--- src/rtl/hist_err_scan.sv ---
module hist_err_scan #(
  parameter int MAX_N = 8,
  parameter int CNT_W = 12,
  parameter int FRAC  = 10
) (
  input  logic                             clk,
  input  logic                             rst_n,
  input  logic                             start,
  input  logic [$clog2(MAX_N+1)-1:0]       n_bits,
  input  logic                             comp_sel,
  output logic [MAX_N-1:0]                 hist_addr,
  input  logic [CNT_W-1:0]                 hist_rdata,
  output logic                             tue_valid,
  output logic                             dnl_valid,
  output logic [MAX_N-1:0]                 res_idx,
  output logic signed [CNT_W+MAX_N+FRAC:0] tue_val,
  output logic signed [CNT_W+MAX_N+FRAC:0] dnl_val,
  output logic signed [CNT_W+MAX_N+FRAC:0] tue_min,
  output logic signed [CNT_W+MAX_N+FRAC:0] tue_max,
  output logic signed [CNT_W+MAX_N+FRAC:0] dnl_min,
  output logic signed [CNT_W+MAX_N+FRAC:0] dnl_max,
  output logic                             done,
  output logic                             err
);
  localparam int NB_W  = $clog2(MAX_N+1);
  localparam int TOT_W = CNT_W + MAX_N;
  localparam int VAL_W = TOT_W + FRAC + 1;

  typedef enum logic [1:0] {S_IDLE, S_SUM, S_SCAN, S_FIN} st_t;
  st_t st;

  logic [NB_W-1:0]         n_q;
  logic                    comp_q;
  logic [MAX_N-1:0]        addr, ridx;
  logic                    iss, rv;
  logic [TOT_W-1:0]        total, cum;
  logic signed [VAL_W-1:0] avg, ideal, prev_tue;

  logic [MAX_N:0]          span;
  logic [MAX_N-1:0]        last, last_tr;
  logic [TOT_W-1:0]        total_nxt, cum_nxt;
  logic signed [VAL_W-1:0] avg_nxt, tue_now, dnl_now;

  assign span      = (MAX_N+1)'(1) << n_q;
  assign last      = span[MAX_N-1:0] - 1'b1;
  assign last_tr   = last - 1'b1;
  assign hist_addr = addr;
  assign total_nxt = total + TOT_W'(hist_rdata);
  assign cum_nxt   = cum + TOT_W'(hist_rdata);
  assign avg_nxt   = VAL_W'({1'b0, total_nxt, {FRAC{1'b0}}} >> n_q);
  assign tue_now   = $signed({1'b0, cum_nxt, {FRAC{1'b0}}}) - ideal;
  assign dnl_now   = tue_now - prev_tue;

  always_ff @(posedge clk or negedge rst_n) begin
    if (!rst_n) begin
      st <= S_IDLE;
      n_q <= '0; comp_q <= 1'b0;
      addr <= '0; ridx <= '0; iss <= 1'b0; rv <= 1'b0;
      total <= '0; cum <= '0;
      avg <= '0; ideal <= '0; prev_tue <= '0;
      tue_valid <= 1'b0; dnl_valid <= 1'b0; res_idx <= '0;
      tue_val <= '0; dnl_val <= '0;
      tue_min <= '0; tue_max <= '0; dnl_min <= '0; dnl_max <= '0;
      done <= 1'b0; err <= 1'b0;
    end else begin
      tue_valid <= 1'b0;
      dnl_valid <= 1'b0;
      done      <= 1'b0;
      case (st)
        S_IDLE: if (start) begin
          n_q <= n_bits; comp_q <= comp_sel;
          addr <= '0; iss <= 1'b1; rv <= 1'b0;
          total <= '0; err <= 1'b0;
          st <= S_SUM;
        end
        S_SUM: begin
          if (iss) begin
            addr <= addr + 1'b1;
            if (addr == last) iss <= 1'b0;
          end
          rv   <= iss;
          ridx <= addr;
          if (rv) begin
            total <= total_nxt;
            if (ridx == last) begin
              if (total_nxt == '0) begin
                err <= 1'b1; done <= 1'b1; st <= S_IDLE;
              end else begin
                avg   <= avg_nxt;
                ideal <= comp_q ? (avg_nxt >>> 1) : avg_nxt;
                cum   <= '0; addr <= '0; iss <= 1'b1;
                st    <= S_SCAN;
              end
            end
          end
        end
        S_SCAN: begin
          if (iss) begin
            addr <= addr + 1'b1;
            if (addr == last_tr) iss <= 1'b0;
          end
          rv   <= iss;
          ridx <= addr;
          if (rv) begin
            cum       <= cum_nxt;
            ideal     <= ideal + avg;
            prev_tue  <= tue_now;
            tue_valid <= 1'b1;
            res_idx   <= ridx;
            tue_val   <= tue_now;
            if (ridx == '0) begin
              tue_min <= tue_now; tue_max <= tue_now;
            end else begin
              if (tue_now < tue_min) tue_min <= tue_now;
              if (tue_now > tue_max) tue_max <= tue_now;
              dnl_valid <= 1'b1;
              dnl_val   <= dnl_now;
              if (ridx == MAX_N'(1)) begin
                dnl_min <= dnl_now; dnl_max <= dnl_now;
              end else begin
                if (dnl_now < dnl_min) dnl_min <= dnl_now;
                if (dnl_now > dnl_max) dnl_max <= dnl_now;
              end
            end
            if (ridx == last_tr) st <= S_FIN;
          end
        end
        default: begin
          done <= 1'b1;
          st   <= S_IDLE;
        end
      endcase
    end
  end

  AST_DNL_FLOOR: assert property (@(posedge clk) disable iff (!rst_n)
    dnl_valid |-> dnl_val >= -avg);
  AST_DNL_WITH_TUE: assert property (@(posedge clk) disable iff (!rst_n)
    dnl_valid |-> (tue_valid && res_idx != '0));
  AST_IDX_STEP: assert property (@(posedge clk) disable iff (!rst_n)
    (tue_valid && $past(tue_valid)) |-> res_idx == $past(res_idx) + 1'b1);
  AST_ABORT_SILENT: assert property (@(posedge clk) disable iff (!rst_n)
    err |-> !tue_valid && !dnl_valid);
  AST_DONE_PULSE: assert property (@(posedge clk) disable iff (!rst_n)
    done |=> !done);
  AST_LIMIT_ORDER: assert property (@(posedge clk) disable iff (!rst_n)
    (done && !err) |-> (tue_min <= tue_max && dnl_min <= dnl_max));
endmodule

--- config.mk ---
export PLATFORM = sky130hd
export DESIGN_NAME = hist_err_scan
export DESIGN_NICKNAME = d
export VERILOG_FILES = /design/src/rtl/hist_err_scan.sv
export SDC_FILE = /design/constraint.sdc
export NUM_CORES = 1
export LEC_CHECK = 0
export BUFFER_PORTS_ARGS = -buffer_cell sky130_fd_sc_hd__buf_2
export CORE_MARGIN = 2
export CORE_UTILIZATION = 55
export DETAILED_ROUTE_END_ITERATION = 7
export PLACE_DENSITY = 0.75
export SLEW_MARGIN = 5
export SYNTH_ARGS = -nofsm -noshare
export SYNTH_HDL_FRONTEND = slang
export SYNTH_SLANG_ARGS = --single-unit
--- constraint.sdc ---
create_clock -name clk -period 9.62 [get_ports clk]
set_input_delay 0.481 -clock clk [delete_from_list [all_inputs] [get_ports clk]]
set_output_delay 0.481 -clock clk [all_outputs]
set_load 0.03 [all_outputs]
==> impl_table.tex <==
\begin{tabular}{lr}
\hline
Metric & Value \\
\hline
\multicolumn{2}{l}{\textbf{Run status}} \\
Status & finished with violations \\
Violations in the final reports & hold timing \\
\multicolumn{2}{l}{\textbf{Placed design}} \\
Input/output buffers & 225 \\
DPL Wire Length & 53400 µm \\
Final weighted congestion of routability-driven global placement & 0.963 \\
DP Cell Count & 3379 \\
\multicolumn{2}{l}{\textbf{Cells and area}} \\
Area growth from synthesis to layout & 12.6\% \\
Share of final-layout standard cells stronger than drive strength 1 & 0.167 \\
Number of diodes added for antenna fixing & 0 \\
Final instance count without filler cells & 3448 \\
Number of fillers in the final layout & 3597 \\
Final \#Nets & 3138 \\
Final Core Density & 0.630 \\
\multicolumn{2}{l}{\textbf{Clocking}} \\
Hold buffer count at CTS & 0 \\
Root cell of the clock tree & clkbuf\_16 \\
Inserted Clock Buffers & 38 \\
Depth of the CTS H-tree & 2 \\
Buffer levels on the longest clock path & 3 \\
CTS Sinks & 324 \\
Skew-Pair Late Insertion Delay & 0.57 ns \\
Number of instances resized during post-cts repair & 0 \\
Count of buffers added by post-CTS timing repair for setup & 0 \\
TritonCTS clock tree & yes \\
Worst-path clk slew & 0.06 ns \\
\multicolumn{2}{l}{\textbf{Routing}} \\
Number of nets with antenna violations after detailed routing & 0 \\
Residual DRC count & 0 \\
Mean routed wirelength per cell & 20.4 µm \\
Average via count per standard cell & 6.13 \\
Drt pass-1 iters & 6 \\
Total number of vias & 21100 \\
First-iteration detailed-routing DRC count & 1630 \\
Final routed wirelength across all metal layers & 70200 µm \\
\multicolumn{2}{l}{\textbf{STA}} \\
Total count of max-transition violations in the final report & 0 \\
Setup TNS after final layout & 0 ns \\
FMAX & 114 MHz \\
Period Utilization, post-route & 0.915 \\
Maximum clock skew at final layout & 0.0219 ns \\
Worst rel slew slack & 0.252 \\
Slew at the pin closest to its max-slew limit & 1.12 ns \\
Final number of hold-violating endpoints & 27 \\
Hold Worst Slack & -0.0295 ns \\
Time the final worst path needs with I/O delays and setup & 8.81 ns \\
Count of final setup violators & 0 \\
Unrepaired setup endpoints after global routing & false \\
\multicolumn{2}{l}{\textbf{Critical path}} \\
Worst-path cell with the longest stage delay & xnor2\_1 \\
Critical path peak fanout & 36 \\
Data arrival time at the worst-slack endpoint & 9.29 ns \\
Worst EP required & 10.11 ns \\
Worst setup EP type & flop \\
WS Path Type & reg -> reg \\
CP Buf/Inv Count & 2 \\
Stage delay of the slowest cell on the critical path & 0.69 ns \\
Startpoint class of the critical path & flop \\
Dominant delay contributor by cell family on the critical path & compound AO/OA/AOI/OAI gates \\
\multicolumn{2}{l}{\textbf{Logic synthesis}} \\
Post-synthesis sequential element count & 324 \\
Netlist cell types & 85 \\
Cell count after synthesis & 2692 \\
Synthesized netlist net count & 2950 \\
Main flop type after synthesis & dfrtp\_1 \\
Number of warning messages in the yosys log & 0 \\
Post-Syn Area & 0.0236 mm² \\
Post-synthesis async set-or-reset flop share & 1.00 \\
Number of synthesized flops with an enable pin & 0 \\
Average size of a mapped cell & 8.76 µm² \\
Post-synthesis sequential area ratio & 0.344 \\
\multicolumn{2}{l}{\textbf{Die}} \\
Width of the chip & 211 µm \\
Row count & 75 \\
Initial core utilization & 0.559 \\
Floorplan core area & 0.0421 mm² \\
Die area & 0.0445 mm² \\
Height of the die & 211 µm \\
Top-Level Pins & 226 \\
\multicolumn{2}{l}{\textbf{Global routing}} \\
Initial antenna violation count & 0 \\
Largest net degree at the start of global routing & 107 \\
Remaining global-route overflow & 0 \\
Vias in the first global route & 20700 \\
Wire length of the first global-routing pass & 111000 µm \\
Overall routing resource usage & 0.316 \\
\multicolumn{2}{l}{\textbf{Min path}} \\
Worst hold path class & in -> async \\
\multicolumn{2}{l}{\textbf{Flow run}} \\
Max-Cap Viols & 0 \\
\hline
\end{tabular}
## flip-flops by register name, indices dropped and copies added, names as in the netlist, 4 cells and up
| register | cells |
|---|---|
| tue_max | 31 |
| avg | 30 |
| dnl_min | 31 |
| tue_min | 31 |
| total | 20 |
| ridx | 8 |
| ideal | 31 |
| cum | 20 |
| dnl_val | 31 |
| prev_tue | 31 |
| dnl_max | 31 |
| hist_addr | 8 |
| n_q | 4 |
| res_idx | 8 |
## layer usage
metal	routed length [µm]	vias to the layer above	part of all wire	global-route usage
li1	-	9948	-	-
met1	30000	10300	0.43	0.412
met2	32600	763	0.46	0.520
met3	4740	157	0.068	0.0550
met4	2930	0	0.042	0.134
met5	0	-	0	0
## cells by family (layout without fill, tap and decap cells)
logic type	after synthesis	in the layout	share of synthesized area
buffers and inverters	353	570	0.0587
adders and majority gates	238	238	0.128
and+or+nand+nor	758	758	0.148
muxes	154	154	0.0736
AOI/OAI and AO/OA	743	743	0.203
DFF	324	324	0.344
xor gates and xnor gates	122	122	0.0453
## path summary, 6_finish.rpt
kind,to,depth (start not counted),start,slack (ns)
setup / recovery,dnl_min[1]$_DFFE_PN0P_,37,cum[0]$_DFFE_PN0P_,0.81
hold / removal,dnl_min[3]$_DFFE_PN0P_,1,rst_n,-0.03
setup reg to reg,dnl_min[1]$_DFFE_PN0P_,37,cum[0]$_DFFE_PN0P_,0.81
hold reg to reg,dnl_val[24]$_DFFE_PN0P_,2,dnl_val[24]$_DFFE_PN0P_,0.47
max in group asynchronous,total[9]$_DFFE_PN0P_,2,rst_n,8.11
min in group clk,n_q[1]$_DFFE_PN0P_,2,n_bits[1],0.16
## Yosys cell counts, types with 35 or more instances
cell type,instances,share of area
nand2_1,336,0.054
dfrtp_1,324,0.34
ha_1,234,0.12
inv_1,229,0.036
o21ai_0,215,0.046
a21oi_1,167,0.035
nor2_1,131,0.021
mux2_2,115,0.055
a21o_1,85,0.027
xnor2_1,85,0.032
clkbuf_1,82,0.013
nand3_1,60,0.013
nor3_1,53,0.011
xor2_1,37,0.014
nand4_1,36,0.0096
mux2i_1,35,0.015
## per-stage QoR
step / cell area [µm²] / setup slack [ns] / hold WS (ns)
after floorplan: 23600 / 1.77 / 0.185
after global placement: 25200 / 0.903 / 0.453
after detailed placement: 25200 / 0.734 / 0.457
after CTS: 26500 / 0.960 / 0.00459
after global routing: 26500 / 0.0484 / 0.0204
final: 26500 / 0.814 / -0.0295
## worst reg2reg max path, delay by kind of cell, from the launching register on
| family | cells | cell delay (ns) |
|---|---|---|
| adder cells (fa/ha/maj) | 5 | 1.72 |
| multiplexers | 1 | 0.24 |
| AO/OA/AOI/OAI | 17 | 3.53 |
| AND/OR/NAND/NOR | 10 | 1.59 |
| flip-flops | 1 | 0.38 |
| buffers and inverters | 2 | 0.46 |
| XOR/XNOR | 2 | 0.78 |
## cell type report
type	instances	area, µm²	share of cell area
multi-input combinational	2015	14100	0.532
sequential	324	8110	0.305
timing repair buffer	270	1470	0.0555
clock buffer	55	1130	0.0424
inverter	231	867	0.0327
tap	539	674	0.0254
clock inverter	14	174	0.00655
## cell usage in the layout (no fill, tap or decap), drive strengths merged, types with 7 or more instances in the layout
cell,instances
a211o,8
nand3,60
mux2,115
a22o,12
clkbuf,55
nand4,36
a22oi,10
nand2b,23
a21oi,167
o211ai,12
a211oi,33
o22ai,7
or2,12
o21ai,226
and4,7
o2111ai,7
mux2i,35
or3,9
clkinv,9
buf,270
xnor2,85
nand2,337
o21a,24
nor4,14
o31a,11
xor2,37
a31oi,25
o31ai,34
and2,9
nor3,54
inv,232
and3,22
dfrtp,324
a21o,85
a21boi,7
o21bai,17
nor2,131
nor2b,23
ha,234
Power is not shown: default switching activity piles up to over one toggle a cycle in this logic, so the estimate is an artifact.
